==> src/rtl/stoch_neuron.sv <==
`timescale 1ns/1ps
module stoch_neuron #(
  parameter int N  = 32,
  parameter int W  = 16,
  parameter int RANGE_BITS = 8
) (
  input  logic                clk,
  input  logic                rst_n,
  input  logic                start,
  input  logic [N-1:0]        in_vec,
  input  logic signed [W-1:0] weight,
  input  logic                train,
  output logic signed [W-1:0] sum_out,
  output logic                y_bit,
  output logic [N-1:0]        out_vec,
  output logic                done
);
  localparam int CW = $clog2(N);
  localparam logic signed [W-1:0] SMAX = {1'b0, {(W-1){1'b1}}};
  localparam logic signed [W-1:0] SMIN = {1'b1, {(W-1){1'b0}}};

  typedef enum logic [1:0] {S_IDLE, S_ACC, S_DEC} st_t;
  st_t state;

  logic [N-1:0]  in_reg;
  logic [CW-1:0] cnt;
  logic [15:0]   lfsr;

  logic acc_phase, dec_phase, cur_bit;
  assign acc_phase = (state == S_ACC);
  assign dec_phase = (state == S_DEC);
  assign cur_bit   = in_reg[N-1];

  logic signed [W:0] acc_x, w_x, step;
  logic signed [W-1:0] step_sat;
  assign acc_x = {sum_out[W-1], sum_out};
  assign w_x   = {weight[W-1], weight};
  assign step  = cur_bit ? acc_x + w_x : acc_x - w_x;
  assign step_sat = (step[W] != step[W-1]) ? (step[W] ? SMIN : SMAX) : step[W-1:0];

  logic signed [W-1:0] rnd;
  logic signed [W:0]   biased;
  logic                y_next;
  assign rnd    = {{(W-RANGE_BITS){lfsr[RANGE_BITS-1]}}, lfsr[RANGE_BITS-1:0]};
  assign biased = acc_x + (train ? {rnd[W-1], rnd} : '0);
  assign y_next = !biased[W] && (|biased);

  always_ff @(posedge clk) begin
    if (!rst_n) begin
      state   <= S_IDLE;
      in_reg  <= '0;
      cnt     <= '0;
      sum_out <= '0;
      y_bit   <= 1'b0;
      out_vec <= '0;
      done    <= 1'b0;
      lfsr    <= 16'hACE1;
    end else begin
      done <= 1'b0;
      case (state)
        S_IDLE: if (start) begin
          in_reg  <= in_vec;
          sum_out <= '0;
          cnt     <= '0;
          state   <= S_ACC;
        end
        S_ACC: begin
          sum_out <= step_sat;
          in_reg  <= {in_reg[N-2:0], in_reg[N-1]};
          cnt     <= cnt + 1'b1;
          if (cnt == CW'(N-1)) state <= S_DEC;
        end
        S_DEC: begin
          y_bit   <= y_next;
          out_vec <= {out_vec[N-2:0], y_next};
          done    <= 1'b1;
          lfsr    <= lfsr[0] ? ((lfsr >> 1) ^ 16'hB400) : (lfsr >> 1);
          state   <= S_IDLE;
        end
        default: state <= S_IDLE;
      endcase
    end
  end
endmodule

==> config.mk <==
export PLATFORM = sky130hd
export DESIGN_NAME = stoch_neuron
export DESIGN_NICKNAME = d
export VERILOG_FILES = /design/src/rtl/stoch_neuron.sv
export SDC_FILE = /design/constraint.sdc
export NUM_CORES = 1
export LEC_CHECK = 0
export ABC_AREA = 1
export BUFFER_PORTS_ARGS = -buffer_cell sky130_fd_sc_hd__buf_4
export CAP_MARGIN = 0
export CORE_ASPECT_RATIO = 0.75
export CORE_MARGIN = 2
export CORE_UTILIZATION = 52
export CTS_CLUSTER_DIAMETER = 80
export DETAILED_ROUTE_END_ITERATION = 8
export PLACE_DENSITY_LB_ADDON = 0.1
export RECOVER_POWER = 100
export REMOVE_ABC_BUFFERS = 1
export SLEW_MARGIN = 10
export SYNTH_ARGS = -nofsm -noshare
export SYNTH_HDL_FRONTEND = slang
export SYNTH_SLANG_ARGS = --single-unit
==> constraint.sdc <==
create_clock -name clk -period 2.8 [get_ports clk]
set_input_delay 0.28 -clock clk [delete_from_list [all_inputs] [get_ports clk]]
set_output_delay 0.28 -clock clk [all_outputs]
set_load 0.02 [all_outputs]
==> flow_summary.ini, run 1 <==
[run_status]
outcome = finished clean

[place]
hpwl_um = 12040
gp_congestion = 0.9448
port-buffer-count = 101
dpl.cell_count = 1267

[global_route]
grt_pass1_wl_um = 26900
grt_pass1_vias = 5644
overflow = 0
antenna_found_initial = 1
grt_use_total_pct = 24.59
grt_max_degree = 55

[timing]
hold_violations = 0
setup_viol = 0
fin_crit_sh_pct = 99.80
max-slew-margin-rel_pct = 42.13
finalHoldWorstSlack_ps = 168.8
tightestPinTransition_ps = 867.1
fin_skew_ps = 10.55
clock.fmax_mhz = 357.9
setup_tns_ps = 0
min_period_ps = 2794
slew_viol_final = 0
rsz0062_at_grt = yes

[hold_path]
worstHoldPathType = input port to flip-flop

[synth]
synthArstFlopShare_pct = 0
synth_top_area_share_pct = 32.44
yosysMostFrequentCell = nand2_1
yosysUniqueCellTypes = 41
synth_edf_count = 0
ys_seq_area_share_pct = 32.44
synth_top_cell_by_area = dfxtp_1
syn-mean-instance-area_um2 = 6.562
synth-seq-cells = 104
synth_area_leaders = dfxtp_1 (32%), nand2_1 (15%), nor2_1 (7.4%), ha_1 (7.0%), inv_1 (6.9%)
synth_area_mm2 = 0.006417
synth-main-ff-cell = dfxtp_1
synth_commonest_cells = nand2_1 (262), nor2_1 (126), inv_1 (118), dfxtp_1 (104), o21ai_0 (71)
yosys_warnings = 0
syn_inst = 978

[die]
die_h_um = 100.2
io_pins = 102
start_util_pct = 52.71
fp.coreArea_mm2 = 0.01217
die_area_mm2 = 0.01325
rows = 35
die_w_um = 132.3

[cells_and_area]
nFillCells = 1190
seq_area_mm2 = 0.002083
n_antenna_cell = 0
multi_input_area_mm2 = 0.003814
syn_to_final_growth_pct = 23.24
fin_nets = 1205
finalNonFillerCells = 1285
fin_util_pct = 64.96
drive_gt1_share_pct = 17.61

[clock_tree]
cts_buffers = 9
clock-sinks = 104
root_buffer = clkbuf_16
cts_tree = done
clkTransAtPathRegs_ps = 70
clkLatencyLatePin_ps = 350
hold_buffers = 0
clock_path_buffers = 2
htreeDepth = 3

[setup_path]
worstSetupEndpointType = flip-flop
slowest_stage = ha_1
startpoint_type = input port
cp.arrival_ps = 3070
critical_path_class = input port to flip-flop
worst-path-buf-inv = 3
crit_chain = buf_8 > inv_4 > nand3_4 > nor2_4 > nand3_2 > nor3_2 > nand2_1 > nor3_2 > nor2_1 > xor2_1 > ha_1 > nand2_2 > nor2_2 > and3_4 > nand2_1 > nand2_2 > nand3_2 > nand2_2 > nand2_4 > buf_12 > nand3_1 > nand2_2 > a21oi_2
worstPathMaxFanout = 11
critical-path-max-stage-delay_ps = 380
cp_top_family = simple AND/OR/NAND/NOR gates
worstPathRequired_ps = 3080
worst_path_most_repeated_cell = nand2_2

[detailed_routing]
totalWireLength_um = 16330
drtPass1Iterations = 4
viasPerCell = 4.979
drtAntennaViolNets = 0
drc_errors = 0
vias = 6398
wl_per_cell_um = 12.71
drt_iter0_drc = 286

[job]
drv_cap = 0

[power]
design_power_total_mw = 4.809
leakagePower_nw = 3.993
powerDensity_mw_per_mm2 = 608.0
ir_drop_mv = 0.4379
## metrics by stage
stage / setup WS, ps / cell area [µm²]
final: 5.727 / 7909
after detailed placement: -452.5 / 7676
after global routing: -187.2 / 7909
after global placement: -365.0 / 7676
after floorplan: -171.5 / 6250
after CTS: 1.560 / 7974
## cells by family (layout without fill, tap and decap cells)
logic type / Yosys count / after routing / share of synthesized area [%]
buf+inv: 161 / 301 / 9.904
xor+xnor: 32 / 32 / 4.367
fa+ha+maj: 38 / 38 / 7.643
compound gates: 156 / 156 / 14.15
flops: 104 / 104 / 32.44
simple gates: 487 / 488 / 31.49
## cell usage in the layout (no fill, tap or decap), types with 4 or more instances in the layout
cell         n
a21oi_1     29
clkbuf_16    9
a21oi_2     15
a22oi_1      5
xor2_1      15
buf_4      105
clkbuf_1    50
nor2_2       5
o22ai_1     18
nand2_2     24
nand4_1      4
dfxtp_1    103
nand2_1    255
nand3b_1     4
ha_1        35
o21ai_0     68
xnor2_1     17
nand3_1     54
a31oi_1      6
nor2_1     121
inv_1      117
## layer usage
metal	share of wire, %	vias to the layer above	GRT usage [%]
met5	0	-	0
met4	1.5	0	5.955
met3	6.2	24	5.051
met2	44	150	38.78
met1	48	2835	34.70
li1	-	3389	-
## worst paths after layout
| kind | startpoint | end | slack, ps | depth (start not counted) |
|---|---|---|---|---|
| setup reg to reg | in_reg[31] | sum_out[4] | 130 | 19 |
| hold / removal | in_vec[9] | in_reg[9] | 170 | 3 |
| setup / recovery | weight[2] | sum_out[4] | 6 | 23 |
| hold reg to reg | lfsr[8] | lfsr[7] | 470 | 2 |
## report_power, final
group	total [mW]	switching, mW	leakage (nW)	internal, mW
combinational	1.97	1.14	3.01	0.836
sequential	1.67	0.0976	0.847	1.58
clock	1.16	0.559	0.132	0.603
total	4.81	1.79	3.99	3.02
## cell type report
class                      instances  share of cell area, %
inverter                         124                  6.107
tap                              166                  2.626
clock inverter                     6                 0.5537
multi-input combinational        714                  48.22
clock buffer                       9                  2.848
sequential                       104                  26.34
timing repair buffer             162                  13.30
## worst min-delay path: stages
cell,delay (ps)
buf_4,80
nand3_1,60
o21ai_0,60
## what timing repair did
action                     4_1_cts  5_1_grt
cloned                           1        0
setup endpoints to repair       14       16
gates resized for setup          2       43
setup buffers                    1        1
pin swaps                        3       31
Power figures use the tool's default switching activity.
==> inputs of run 2 (changes only) <==
==> constraint.sdc (replaced) <==
create_clock -name clk -period 2.5 [get_ports clk]
set_input_delay 0.5 -clock clk [delete_from_list [all_inputs] [get_ports clk]]
set_output_delay 0.5 -clock clk [all_outputs]
set_load 0.02 [all_outputs]
==> run 2 against run 1 <==
  * Final cell count increased by 2.2%
  * Setup slack got worse by 470 ps
  * Die area unchanged
  * Register-to-register slack got worse by 400 ps
  * First-iteration DRC count increased by 12%
  * Core utilization increased by 2.2 points
  * Non-clock buffer count increased by 26
  * Sequential cell count unchanged
  * Power increased by 16%
  * Global-route usage increased by 1.2 points
  * The flow now finishes with violations (setup timing)
  * Via count increased by 2.6%
  * Clock power increased by 13%
  * Critical endpoint is now sum_out[1]
==> flow_summary.ini, run 2 (same netlist as run 1, synthesis figures left out) <==
[setup_path]
startpoint_type = input port
worstSetupEndpointType = flip-flop
cp.arrival_ps = 3240
critical_path_class = input port to flip-flop
worstPathRequired_ps = 2770
worstPathMaxFanout = 6

[global_route]
antenna_found_initial = 0
overflow = 0
grt_max_degree = 53
grt_pass1_vias = 5956
grt_use_total_pct = 25.83
grt_pass1_wl_um = 28260

[power]
sw_frac_of_total_pct = 36.94
p_sw_mw = 2.054
ir_drop_mv = 0.4840
combPwrFrac_pct = 42.8
p_int_mw = 3.506
clkPwrFrac_pct = 23.5
sequentialPowerShare_pct = 33.6
powerDensity_mw_per_mm2 = 680.2
leakagePower_nw = 4.152
design_power_total_mw = 5.560

[cells_and_area]
fin_nets = 1232
layout_common_cells = nand2_1 (256), buf_4 (130), nor2_1 (123)
final_common_cell = nand2_1
syn_to_final_growth_pct = 27.37
drive_gt1_share_pct = 19.79
finalNonFillerCells = 1313
n_antenna_cell = 0

[die]
die_w_um = 132.3
io_pins = 102
die_h_um = 100.2
die_area_mm2 = 0.01325
start_util_pct = 52.71
fp.coreArea_mm2 = 0.01217
rows = 35

[clock_tree]
cts_tree = done
clkLatencyLatePin_ps = 350
cts_buffers = 9
clock-sinks = 104
clkTransAtPathRegs_ps = 70
clock_path_buffers = 2
root_buffer = clkbuf_16
htreeDepth = 3

[place]
port-buffer-count = 101
hpwl_um = 12330
gp_congestion = 0.9247
dpl.cell_count = 1287

[timing]
hold_violations = 0
fin_skew_ps = 9.287
slew_viol_final = 0
layout_setup_ws_ps = -467.5
clock.fmax_mhz = 337.0
min_period_ps = 2967
max-slew-margin-rel_pct = 41.24
fin_crit_sh_pct = 118.7
tightestPinTransition_ps = 880.4
setup_viol = 16
rsz0062_at_grt = yes
setup_tns_ps = -6792

[hold_path]
worstHoldPathType = input port to flip-flop

[detailed_routing]
totalWireLength_um = 16890
drc_errors = 0
drtAntennaViolNets = 0
drt_iter0_drc = 321
wl_per_cell_um = 12.86
drtPass1Iterations = 4
vias = 6563
viasPerCell = 4.998

[run_status]
outcome = finished with violations
violations = setup timing

[job]
drv_cap = 0
[run 2: cell count changes in the layout (fill, tap and decap cells not counted), sizes merged]
cell    before  now
buf        109  136
clkbuf      62   64
inv        126  124
nand2      281  282
[run 2: path summary, 6_finish.rpt]
path	from	to	slack [ps]	cells after the start
worst max-delay path	weight[0]	sum_out[1]	-470	22
worst min-delay path	in_vec[9]	in_reg[9]	380	3
worst max register to register	in_reg[31]	sum_out[1]	-270	18
worst min register to register	lfsr[15]	lfsr[15]	460	2
[run 2: through the flow]
step / worst slack, ps / hold slack [ps] / util (%) / instance area [µm²]
floorplan: -642.1 / 429.6 / - / 6250
global placement: -851.6 / 448.2 / 64.29 / 7826
detailed placement: -950.2 / 450.7 / 64.29 / 7826
CTS: -327.7 / 378.2 / 68.26 / 8310
global route: -621.4 / 388.5 / 67.14 / 8174
finish: -467.5 / 382.0 / 67.14 / 8174
[run 2: repair_timing]
action                                  in CTS  in global routing
pin swaps                                   18                 11
resized for setup                           40                 15
cloned                                       1                  1
endpoints found under the setup margin      16                 17
hold buffers                                 0                  0
setup buffers                                8                  1
[run 2: power by group through the flow]
stage	clock [mW]	combinational [mW]	sequential (mW)
after floorplan	0	1.31	1.93
after global placement	0	2.20	1.91
after detailed placement	0	2.22	1.91
after CTS	1.33	2.35	1.87
after global routing	1.40	2.64	1.88
final	1.31	2.38	1.87
[run 2: worst max-delay path, cell delays in order]
cell and delay [ps]:
buf_8 110, inv_8 50, nand3_4 80, nor2_4 100, nand3_2 100, nor3_2 140
nand2_1 110, nor3_2 150, nor2_1 90, xor2_1 140, ha_1 380, nand2_2 110
nor2_4 160, and3_4 200, nand2_2 50, nand3b_1 90, nand2_2 90, inv_1 150
nand2_2 160, nand2_1 100, nand2_2 50, a21oi_2 120
[run 2: metal layers]
metal / global-route usage (%) / vias to the layer above / wire (µm)
met3: 4.141 / 26 / 912
li1: - / 3456 / -
met4: 6.369 / 0 / 294
met1: 36.23 / 2904 / 8289
met2: 41.91 / 177 / 7393
met5: 0 / - / 0
[run 2: layout make-up]
cell class	instances	area (µm²)
Tap cell	166	207.7
Sequential cell	104	2083
Multi-Input combinational cell	715	3860
Fill cell	1154	4000
Inverter	124	488.0
Clock inverter	4	30.03
Clock buffer	12	246.5
Timing Repair Buffer	188	1259
==> inputs of run 3 (changes only) <==
--- a/config.mk
+++ b/config.mk
@@ -7,7 +7,7 @@
 export LEC_CHECK = 0
 export ABC_AREA = 1
 export BUFFER_PORTS_ARGS = -buffer_cell sky130_fd_sc_hd__buf_4
-export CAP_MARGIN = 0
+export CAP_MARGIN = 20
 export CORE_ASPECT_RATIO = 0.75
 export CORE_MARGIN = 2
 export CORE_UTILIZATION = 52
==> constraint.sdc (replaced) <==
create_clock -name clk -period 2.4 [get_ports clk]
set_input_delay 0.48 -clock clk [delete_from_list [all_inputs] [get_ports clk]]
set_output_delay 0.48 -clock clk [all_outputs]
set_load 0.02 [all_outputs]
==> run 3 against run 2 <==
  * The run still ends with setup timing left
  * Sequential power rose by 4%
  * Critical path depth rose by 1
  * Non-clock buffer count rose by 17
  * Via count rose by 0.82%
  * Register-to-register slack got worse by 140 ps
  * Worst hold slack got worse by 22 ps
  * Setup slack got worse by 14 ps
  * Design area rose by 2.7%
  * Routed wire length rose by 0.26%
  * Clock power rose by 16%
  * Largest power group unchanged
  * Highest routed layer unchanged
==> flow_summary.ini, run 3 (same netlist as run 1, synthesis figures left out) <==
[hold_path]
min_from = in_vec[9]
holdPathEnd = in_reg[9]
worstHoldPathCells = 3
worstHoldPathType = input port to flip-flop

[timing]
hold_violations = 0
clock.fmax_mhz = 347.0
fin_skew_ps = 8.297
min_period_ps = 2882
setup_tns_ps = -7077
tightestPinTransition_ps = 937.6
fin_crit_sh_pct = 120.1
setup_viol = 16
slew_viol_final = 0
max-slew-margin-rel_pct = 37.49
layout_setup_ws_ps = -481.8
rsz0062_at_grt = yes

[die]
fp.coreArea_mm2 = 0.01217
die_h_um = 100.2
die_w_um = 132.3
start_util_pct = 52.71
io_pins = 102
rows = 35
die_area_mm2 = 0.01325

[run_status]
outcome = finished with violations
violations = setup timing

[detailed_routing]
drtPass1Iterations = 5
drtAntennaViolNets = 0
drc_errors = 0
vias = 6617
viasPerCell = 4.975
totalWireLength_um = 16930
drt_iter0_drc = 234
wl_per_cell_um = 12.73

[place]
gp_congestion = 0.9314
place_area_mm2 = 0.007984
dpl.cell_count = 1308
hpwl_um = 12470
port-buffer-count = 101

[clock_tree]
root_buffer = clkbuf_16
cts_buffers = 9
clock_path_buffers = 2
htreeDepth = 3
cts_tree = done
clkTransAtPathRegs_ps = 70
clkLatencyLatePin_ps = 350
hold_buffers = 0
clock-sinks = 104

[setup_path]
r2r-end = sum_out[4]
crit_chain = buf_8 > inv_8 > nand3_4 > nor2_4 > nand3_4 > nor3_4 > nand2_2 > nor3_4 > a21oi_1 > xor2_1 > ha_1 > nand2_2 > inv_1 > a21oi_2 > nand2_2 > a21oi_2 > nand2_2 > nand2_2 > nand2_4 > buf_12 > nand3_1 > nand2_2 > a21oi_2
cp.arrival_ps = 3160
worstPathMaxFanout = 11
critical-path-max-stage-delay_ps = 340
r2r_start = in_reg[31]
slowest_stage = ha_1
reg2reg_slack_ps = -410
worstSetupEndpointType = flip-flop
reg2reg_depth = 19
critical_path_class = input port to flip-flop
worstPathRequired_ps = 2680
worst_path_most_repeated_cell = nand2_2
startpoint_type = input port
startpoint = weight[0]

[power]
ir_drop_mv = 0.4180
leakagePower_nw = 4.272
design_power_total_mw = 6.019
powerDensity_mw_per_mm2 = 716.7

[cells_and_area]
fin_nets = 1249
final_cell_area_mm2 = 0.008398
n_antenna_cell = 0
syn_to_final_growth_pct = 30.86
drive_gt1_share_pct = 21.82
layout_common_cells = nand2_1 (253), buf_4 (146), nor2_1 (121)
final_common_cell = nand2_1
finalNonFillerCells = 1330

[global_route]
antenna_found_initial = 0
grt_pass1_vias = 5983
grt_max_degree = 52
grt_use_total_pct = 25.35
grt_pass1_wl_um = 27760
overflow = 0

[job]
drv_cap = 0
## run 3: critical path: cells and delay by family
family / cells / cell delay, ps
AOI/OAI and AO/OA: 4 / 550
xor gates and xnor gates: 1 / 160
adders and majority gates: 1 / 340
buffers and inverters: 4 / 360
and+or+nand+nor: 13 / 1260
## run 3: repair_timing
item | CTS | global route
endpoints found under the hold margin | 0 | 0
cloned | 1 | 1
setup buffers | 1 | 3
pin swaps | 13 | 14
setup endpoints to repair | 16 | 17
resized for setup | 37 | 34
## run 3: layout make-up
class	instances	area, µm²
flip-flops and latches	104	2082
multi-input cells	715	3924
inverters	124	488.0
well taps	166	207.7
clock buffers	10	239.0
clock inverters	6	75.07
fillers	1121	3776
repair buffers	205	1383
## run 3: worst max path at each step
stage	to	slack, ps	depth (start not counted)
2_1_floorplan	sum_out[13]	-720	20
3_3_place_gp	sum_out[2]	-930	24
3_5_place_dp	sum_out[13]	-1020	22
4_1_cts	sum_out[8]	-400	23
5_1_grt	sum_out[4]	-690	23
6_report	sum_out[4]	-480	23
## run 3: through the flow
stage,hold WS [ps],utilization (%),worst slack (ps)
final,359.7,68.98,-481.8
after global routing,356.8,68.98,-691.6
after CTS,348.0,69.32,-401.2
after detailed placement,456.3,65.58,-1019
after global placement,445.6,65.58,-925.3
after floorplan,429.6,-,-722.1
## run 3: power by group
part	leakage (nW)	internal, mW	switching, mW
combinational	3.27	1.12	1.43
clock	0.151	0.852	0.666
sequential	0.846	1.84	0.109
total	4.27	3.81	2.21
## run 3: metal layers
metal	share of wire (%)	vias up	wire [µm]	global-route usage, %
met5	0	-	0	0
li1	-	3493	-	-
met3	5.0	21	854	4.394
met1	48	2968	8193	34.90
met2	45	135	7605	41.11
met4	1.7	0	280	7.444
